==> config.mk <==
export PLATFORM = sky130hd
export DESIGN_NAME = rstpwr_ctrl
export DESIGN_NICKNAME = d
export VERILOG_FILES = /design/src/rtl/rstpwr_pkg.sv /design/src/rtl/rstpwr_sync.sv /design/src/rtl/rstpwr_pin_qual.sv /design/src/rtl/rstpwr_hold.sv /design/src/rtl/rstpwr_pm_fsm.sv /design/src/rtl/rstpwr_ctrl.sv
export SDC_FILE = /design/constraint.sdc
export NUM_CORES = 1
export LEC_CHECK = 0
export ABC_AREA = 1
export BUFFER_PORTS_ARGS = -buffer_cell sky130_fd_sc_hd__buf_4
export CORE_UTILIZATION = 35
export CTS_BUF_LIST = sky130_fd_sc_hd__clkbuf_4 sky130_fd_sc_hd__clkbuf_8
export CTS_CLUSTER_DIAMETER = 80
export CTS_CLUSTER_SIZE = 12
export DETAILED_ROUTE_END_ITERATION = 10
export GPL_ROUTABILITY_DRIVEN = 0
export PLACE_DENSITY_LB_ADDON = 0.1
export SKIP_CTS_REPAIR_TIMING = 1
export SYNTH_ARGS = -nofsm -noshare
export SYNTH_HDL_FRONTEND = slang
export SYNTH_SLANG_ARGS = --single-unit
==> constraint.sdc <==
create_clock -name clk -period 1.3 [get_ports clk]
set_clock_uncertainty 0.05 [all_clocks]
set_input_delay 0.13 -clock clk [delete_from_list [all_inputs] [get_ports clk]]
set_output_delay 0.13 -clock clk [all_outputs]
set_load 0.02 [all_outputs]
==> src/rtl/rstpwr_pkg.sv <==
package rstpwr_pkg;
   typedef enum logic [1:0] {
      PM_RUN  = 2'b00,
      PM_SLOW = 2'b01,
      PM_IDLE = 2'b10,
      PM_PD   = 2'b11
   } pm_mode_e;
endpackage

==> src/rtl/rstpwr_sync.sv <==
module rstpwr_sync #(
   parameter int          WIDTH   = 1,
   parameter int          STAGES  = 2,
   parameter logic [63:0] RST_VAL = '1
) (
   input  logic             clk,
   input  logic             por_n,
   input  logic [WIDTH-1:0] d_i,
   output logic [WIDTH-1:0] q_o
);
   logic [WIDTH-1:0] stage_q [STAGES];

   generate
      for (genvar s = 0; s < STAGES; s++) begin : g_stage
         always_ff @(posedge clk or negedge por_n) begin
            if (!por_n) stage_q[s] <= RST_VAL[WIDTH-1:0];
            else if (s == 0) stage_q[s] <= d_i;
            else stage_q[s] <= stage_q[(s == 0) ? 0 : s-1];
         end
      end
   endgenerate

   assign q_o = stage_q[STAGES-1];
endmodule

==> src/rtl/rstpwr_pin_qual.sv <==
module rstpwr_pin_qual #(
   parameter int SHORT_TICKS = 2,
   parameter int LONG_TICKS  = 3
) (
   input  logic clk,
   input  logic por_n,
   input  logic tick_i,
   input  logic pin_s_i,
   output logic short_o,
   output logic long_o
);
   localparam int CW = $clog2(LONG_TICKS + 1);
   logic [CW-1:0] low_cnt;

   always_ff @(posedge clk or negedge por_n) begin
      if (!por_n) low_cnt <= '0;
      else if (tick_i) begin
         if (pin_s_i) low_cnt <= '0;
         else if (low_cnt != CW'(LONG_TICKS)) low_cnt <= low_cnt + 1'b1;
      end
   end

   assign short_o = (low_cnt >= CW'(SHORT_TICKS));
   assign long_o  = (low_cnt >= CW'(LONG_TICKS));
endmodule

==> src/rtl/rstpwr_hold.sv <==
module rstpwr_hold #(
   parameter int HOLD_TICKS = 2
) (
   input  logic clk,
   input  logic por_n,
   input  logic tick_i,
   input  logic src_i,
   output logic rst_o
);
   localparam int HW = $clog2(HOLD_TICKS + 1);
   logic [HW-1:0] hold_cnt;

   always_ff @(posedge clk or negedge por_n) begin
      if (!por_n) hold_cnt <= HW'(HOLD_TICKS);
      else if (src_i) hold_cnt <= HW'(HOLD_TICKS);
      else if (tick_i && hold_cnt != '0) hold_cnt <= hold_cnt - 1'b1;
   end

   assign rst_o = src_i | (hold_cnt != '0);
endmodule

==> src/rtl/rstpwr_pm_fsm.sv <==
module rstpwr_pm_fsm
   import rstpwr_pkg::*;
(
   input  logic       clk,
   input  logic       por_n,
   input  logic       rst_i,
   input  logic       psave_s_i,
   input  logic       req_vld_i,
   input  logic [1:0] req_code_i,
   input  logic       wake_i,
   output logic [1:0] mode_o
);
   pm_mode_e mode_q, mode_d;

   always_comb begin
      mode_d = mode_q;
      if (rst_i) mode_d = PM_RUN;
      else begin
         unique case (mode_q)
            PM_RUN:  if (req_vld_i && !psave_s_i) mode_d = pm_mode_e'(req_code_i);
            PM_SLOW,
            PM_IDLE: if (wake_i) mode_d = PM_RUN;
            PM_PD:   mode_d = PM_PD;
            default: mode_d = PM_RUN;
         endcase
      end
   end

   always_ff @(posedge clk or negedge por_n) begin
      if (!por_n) mode_q <= PM_RUN;
      else mode_q <= mode_d;
   end

   assign mode_o = mode_q;
endmodule

==> src/rtl/rstpwr_ctrl.sv <==
module rstpwr_ctrl #(
   parameter int SYNC_STAGES = 2,
   parameter int RST_TICKS   = 2,
   parameter int PD_TICKS    = 3,
   parameter int HOLD_TICKS  = 2
) (
   input  logic       clk,
   input  logic       por_n,
   input  logic       cycle_tick,
   input  logic       rst_pin_n,
   input  logic       hwpd_pin_n,
   input  logic       psave_pin_n,
   input  logic       wdt_timeout,
   input  logic       osc_fail,
   input  logic       osc_wd_en,
   input  logic       pm_req_vld,
   input  logic [1:0] pm_req_code,
   input  logic       irq_wake,
   output logic       rst_out,
   output logic       pin_float,
   output logic [1:0] pm_mode,
   output logic       wdt_auto_en
);
   initial begin
      assert (SYNC_STAGES >= 2) else $error("SYNC_STAGES below 2");
      assert (RST_TICKS >= 1) else $error("RST_TICKS below 1");
      assert (PD_TICKS > RST_TICKS) else $error("PD_TICKS must exceed RST_TICKS");
      assert (HOLD_TICKS >= 1) else $error("HOLD_TICKS below 1");
   end

   logic [2:0] pins_s;
   logic       rst_s, hwpd_s, psave_s;

   rstpwr_sync #(.WIDTH(3), .STAGES(SYNC_STAGES), .RST_VAL('1)) u_sync (
      .clk   (clk),
      .por_n (por_n),
      .d_i   ({psave_pin_n, hwpd_pin_n, rst_pin_n}),
      .q_o   (pins_s)
   );
   assign rst_s   = pins_s[0];
   assign hwpd_s  = pins_s[1];
   assign psave_s = pins_s[2];

   logic ext_short, ext_long, pd_short, pd_long;

   rstpwr_pin_qual #(.SHORT_TICKS(RST_TICKS), .LONG_TICKS(RST_TICKS)) u_ext_qual (
      .clk (clk), .por_n (por_n), .tick_i (cycle_tick), .pin_s_i (rst_s),
      .short_o (ext_short), .long_o (ext_long)
   );

   rstpwr_pin_qual #(.SHORT_TICKS(RST_TICKS), .LONG_TICKS(PD_TICKS)) u_pd_qual (
      .clk (clk), .por_n (por_n), .tick_i (cycle_tick), .pin_s_i (hwpd_s),
      .short_o (pd_short), .long_o (pd_long)
   );

   logic wdt_q, osc_q;
   always_ff @(posedge clk or negedge por_n) begin
      if (!por_n) begin
         wdt_q <= 1'b0;
         osc_q <= 1'b0;
      end else begin
         wdt_q <= wdt_timeout;
         osc_q <= osc_fail & osc_wd_en;
      end
   end

   logic any_src;
   assign any_src = ext_short | ext_long | pd_short | wdt_q | osc_q;

   rstpwr_hold #(.HOLD_TICKS(HOLD_TICKS)) u_hold (
      .clk (clk), .por_n (por_n), .tick_i (cycle_tick),
      .src_i (any_src), .rst_o (rst_out)
   );

   assign pin_float = pd_long;

   rstpwr_pm_fsm u_pm (
      .clk        (clk),
      .por_n      (por_n),
      .rst_i      (rst_out),
      .psave_s_i  (psave_s),
      .req_vld_i  (pm_req_vld),
      .req_code_i (pm_req_code),
      .wake_i     (irq_wake),
      .mode_o     (pm_mode)
   );

   always_ff @(posedge clk or negedge por_n) begin
      if (!por_n) wdt_auto_en <= 1'b1;
      else if (rst_out) wdt_auto_en <= psave_s;
   end
endmodule

==> results.json, run 1 <==
{
  "insertion_delay_ns": 0.28,
  "area_growth_syn_to_layout_pct": 53.5,
  "async_reset_ff_frac": 1.00,
  "dieArea_sq_mm": 0.00251,
  "path_clk_slew_ns": 0.09,
  "route.vias.total": 646,
  "synth_most_common_cell": "nand2_1",
  "grt_pass1_wl_um": 2080,
  "route.detailed.drc": 0,
  "layout-drive-gt1-share": 0.504,
  "yosysTopAreaCellShare": 0.278,
  "relSlewSlack": 0.859,
  "p_leak_uw": 0.000624,
  "grt_overflow_total": 0,
  "worstMarginPinSlew_ns": 0.211,
  "cts_inserted_buffers": 3,
  "crit_type": "reg -> out",
  "final_nets": 146,
  "worstSetupEndpointType": "output pin",
  "max_stage_delay_ns": 0.42,
  "rsz0062_at_grt": "yes",
  "start_util": 0.370,
  "drt_iter0_markers": 4,
  "cts.htree.levels": 1,
  "cp.arrival_ns": 1.37,
  "status": "complete, but fails checks",
  "cp_data_required_time_ns": 1.12,
  "r2r_slack_ns": 0.01,
  "final_cells": 153,
  "peakVddDrop_mv": 0.812,
  "syn_area_per_cell_sq_um": 9.43,
  "violations": "negative setup slack",
  "path_cells": "ha_4 > nor2_4 > nand2_2 > nor2_4 > nand2_2 > buf_6",
  "finalPower_uw": 1350,
  "placed_area_sq_mm": 0.00102,
  "synth_seq_cells": 17,
  "die_w_um": 50.1,
  "hold_viol_final": 0,
  "pwr-share-clk": 0.212,
  "ios": 18,
  "wl_um": 1440,
  "clock.fmax_mhz": 647,
  "crit_fanout": 2,
  "yosys-top-cells-area": "dfrtp_1, dfstp_2, ha_1",
  "yosysWarnings": 0,
  "clockRootBuffer": "clkbuf_4",
  "first_pass_iters": 4,
  "synth_edf_count": 0,
  "dp.cells": 137,
  "power_frac_seq": 0.461,
  "detail-route-antenna-nets": 0,
  "routedWlPerCell_um": 9.39,
  "clockBufferDepth": 2,
  "p_sw_uw": 388,
  "io_buffer_count": 17,
  "synth_compound_gate_area_share": 0.0617,
  "synthAdderAreaFrac": 0.108,
  "critPathLaunchType": "flip-flop",
  "cts_tree": "done",
  "globalRouteTotalUtil": 0.112,
  "synth_commonest_cells": "nand2_1, inv_1, dfrtp_1",
  "clock_sinks": 17,
  "power_density_mw_per_mm2": 1080,
  "dpl.hpwl_um": 993,
  "synth_top_family_by_area": "simple AND/OR/NAND/NOR gates",
  "switching_share": 0.287,
  "grt_max_degree": 18,
  "coreArea_sq_mm": 0.00219,
  "postLayoutCellArea_sq_mm": 0.00124,
  "rows": 17,
  "yosys.area_share.simple": 0.199,
  "synth_top_cell_by_area": "dfrtp_1",
  "p_int_uw": 962,
  "synthMuxAreaShare": 0,
  "antenna_found_initial": 0,
  "setup_slack_ns": -0.246,
  "synth_xor_area_frac": 0.0108,
  "syn_area_sq_um": 811,
  "pwr-share-comb": 0.327,
  "drv_cap": 0,
  "yosysSeqAreaShare": 0.537,
  "synth_nets": 106,
  "setup_viol_count_final": 2,
  "yosys.cell_types.count": 17,
  "min_period_over_period": 1.19,
  "holdCritPathClass": "in -> reg",
  "via_per_inst": 4.22,
  "syn_inst": 86,
  "slowest_stage": "dfrtp_1",
  "diodes": 0,
  "die_h_um": 50.1,
  "preCtsSetupSlack_ns": -0.0100,
  "finalWorstPathRequiredPeriod_ns": 1.55,
  "synth_ff_type": "dfrtp_1",
  "grt_pass1_vias": 542,
  "drv_slew": 0
}
[stage by stage]
stage	setup TNS [ns]	hold WS [ns]	utilization
CTS	-0.414	-0.362	0.479
detailed placement	-0.0100	-0.0464	0.465
floorplan	0	-0.216	-
finish	-0.340	0.0700	0.568
global placement	0	-0.0474	0.465
global route	-0.520	0.0757	0.568
[power groups by stage]
stage	Sequential, uW	Clock (uW)	Combinational (uW)
finish	622	287	441
detailed placement	625	0	328
CTS	615	305	330
global route	629	324	496
floorplan	630	0	185
global placement	622	0	323
[routing by layer]
metal / track usage / vias up / share of wire
li1: - / 341 / -
met1: 0.135 / 288 / 0.45
met2: 0.182 / 13 / 0.50
met3: 0.0212 / 4 / 0.040
met4: 0.0714 / 0 / 0.015
met5: 0 / - / 0
[cell families after synthesis]
family,Yosys count
AOI/OAI and AO/OA,8
xor gates and xnor gates,1
adders and majority gates,7
buffers and inverters,18
DFF,17
and+or+nand+nor,35
[path summary, 6_finish.rpt]
kind,cells past startpoint,from,to
max,6,u_pd_qual.low_cnt[1],rst_out
min,4,cycle_tick,u_hold.hold_cnt[1]
max reg2reg,8,u_pd_qual.low_cnt[1],wdt_auto_en
min reg2reg,0,u_sync.stage_q[4],u_sync.q_o[1]
max in group asynchronous,2,por_n,u_sync.q_o[2]
min in group asynchronous,2,por_n,u_pd_qual.low_cnt[0]
[cell type report]
cell class | count | area, sq um
Tap cell | 28 | 35.0
Multi-Input combinational cell | 51 | 393
Inverter | 18 | 67.6
Clock buffer | 4 | 30.0
Timing Repair Buffer | 35 | 284
Sequential cell | 17 | 435
Fill cell | 205 | 946
[placed cells by master, fill, tap and decap left out]
cell and instances:
buf_6 1, inv_1 13, nand2_2 4, inv_2 5
clkbuf_4 4, ha_2 1, o21ai_0 2, ha_4 4
dfrtp_1 9, a21oi_1 2, nand2_1 16, buf_4 27
dfstp_2 8, nand3_2 1, nor2_1 5, nor2_4 4
ha_1 2, xor2_1 1, nand3_1 3, nor2_2 2
a21oi_4 1, o22ai_1 2, dlygate4sd3_1 7, a21oi_2 1
[worst max-delay path: cells and delay by family (launching register included)]
kind	cells	cell delay (ns)
flip-flops	1	0.42
adder cells (fa/ha/maj)	1	0.17
AND/OR/NAND/NOR	4	0.37
buffers and inverters	1	0.13
[registers in the layout (all words and copies together), names as in the netlist]
register,count
u_ext_qual.low_cnt,2
u_sync.q_o,3
u_pd_qual.low_cnt,2
u_pm.mode_o,2
u_hold.hold_cnt,2
osc_q,1
wdt_auto_en,1
u_sync.stage_q,3
wdt_q,1
(Power assumes the default switching activity.)
==> run 2: changes to the inputs <==
--- a/config.mk
+++ b/config.mk
@@ -18,3 +18,4 @@
 export SYNTH_ARGS = -nofsm -noshare
 export SYNTH_HDL_FRONTEND = slang
 export SYNTH_SLANG_ARGS = --single-unit
+export TNS_END_PERCENT = 10
==> results.json, run 2 (synthesis results as in run 1) <==
{
  "status": "complete, but fails checks",
  "violations": "negative setup slack",
  "grt_overflow_total": 0,
  "detail-route-antenna-nets": 0,
  "antenna_found_initial": 0,
  "first_pass_iters": 4,
  "crit_type": "reg -> out",
  "relSlewSlack": 0.859,
  "critPathLaunchType": "flip-flop",
  "hold_viol_final": 0,
  "coreArea_sq_mm": 0.00219,
  "power_density_mw_per_mm2": 1110,
  "cts.htree.levels": 1,
  "placed_area_sq_mm": 0.00102,
  "globalRouteTotalUtil": 0.112,
  "drt_iter0_markers": 4,
  "peakVddDrop_mv": 0.810,
  "route.detailed.drc": 0,
  "fillCellCount": 210,
  "slowest_stage": "dfrtp_1",
  "cts_tree": "done",
  "crit_family": "flip-flops",
  "die_h_um": 50.1,
  "dp.cells": 137,
  "drv_slew": 0,
  "rsz0062_at_grt": "yes",
  "crit_buf_inv": 1,
  "clock_sinks": 17,
  "diodes": 0,
  "worstMarginPinSlew_ns": 0.211,
  "area_growth_syn_to_layout_pct": 47.7,
  "grt_pass1_vias": 542,
  "finalWorstPathRequiredPeriod_ns": 1.55,
  "clockBufferDepth": 2,
  "clockRootBuffer": "clkbuf_4",
  "final_cells": 150,
  "grt_pass1_wl_um": 2080,
  "cts_inserted_buffers": 3,
  "setup_slack_ns": -0.247,
  "cp.arrival_ns": 1.37,
  "final_nets": 143,
  "die_w_um": 50.1,
  "preCtsSetupSlack_ns": -0.0100,
  "postLayoutCellArea_sq_mm": 0.00120,
  "layout_commonest_cell": "buf_4",
  "via_per_inst": 4.21,
  "layout-drive-gt1-share": 0.467,
  "grt_max_degree": 18,
  "rows": 17,
  "setup_viol_count_final": 2,
  "insertion_delay_ns": 0.28,
  "hold_ws_ns": 0.0700,
  "routedWlPerCell_um": 9.16,
  "start_util": 0.370,
  "io_buffer_count": 17,
  "min_period_over_period": 1.19,
  "holdCritPathClass": "in -> reg",
  "route.vias.total": 632,
  "wl_um": 1370,
  "clock.fmax_mhz": 647,
  "cp_data_required_time_ns": 1.12,
  "max_stage_delay_ns": 0.42,
  "crit_fanout": 2,
  "dieArea_sq_mm": 0.00251,
  "path_cells": "ha_4 > nor2_4 > nand2_2 > nor2_4 > nand2_2 > buf_6",
  "p_leak_uw": 0.000608,
  "worstSetupEndpointType": "output pin",
  "final_cell_mix": "buf_4, nand2_1, inv_1",
  "dpl.hpwl_um": 993,
  "ios": 18,
  "path_clk_slew_ns": 0.09,
  "finalPower_uw": 1330,
  "drv_cap": 0
}
run 2: area by class of cell:
class                      count  area (sq um)  area share
timing repair buffer          32           262       0.218
multi-input combinational     51           368       0.307
clock buffer                   4          30.0      0.0251
sequential                    17           435       0.364
tap                           28          35.0      0.0293
inverter                      18          67.6      0.0564
run 2: worst paths after layout:
check	startpoint	end	slack [ns]	depth (start not counted)
max in group asynchronous	por_n	u_sync.q_o[2]	0.76	2
max reg2reg	u_pd_qual.low_cnt[1]	wdt_auto_en	0.01	8
min in group asynchronous	por_n	u_pd_qual.low_cnt[0]	0.19	2
min reg2reg	u_sync.stage_q[4]	u_sync.q_o[1]	0.31	0
min	cycle_tick	u_hold.hold_cnt[1]	0.07	4
max	u_pd_qual.low_cnt[1]	rst_out	-0.25	6
run 2: metrics by stage:
stage          TNS [ns]  utilization
3_3_place_gp          0        0.465
4_1_cts          -0.414        0.479
6_report         -0.341        0.547
2_1_floorplan         0            -
5_1_grt          -0.573        0.547
3_5_place_dp    -0.0100        0.465
run 2: power breakdown:
group / internal, uW / switching, uW / leakage [uW] / total, uW
registers: 592 / 30.5 / 0.000202 / 622
logic: 216 / 202 / 0.000387 / 419
clock network: 140 / 147 / 0.0000184 / 287
run 2: per-layer routing:
metal,vias up,wire [um],GRT usage
met2,13,680,0.182
met1,281,613,0.135
met4,0,22,0.0714
met3,4,58,0.0212
met5,-,0,0
li1,334,-,-
run 2: tightest hold or removal path: stages:
cell and delay (ns):
buf_4 0.09, nand3_1 0.07, nand2_1 0.06, nand2_1 0.05
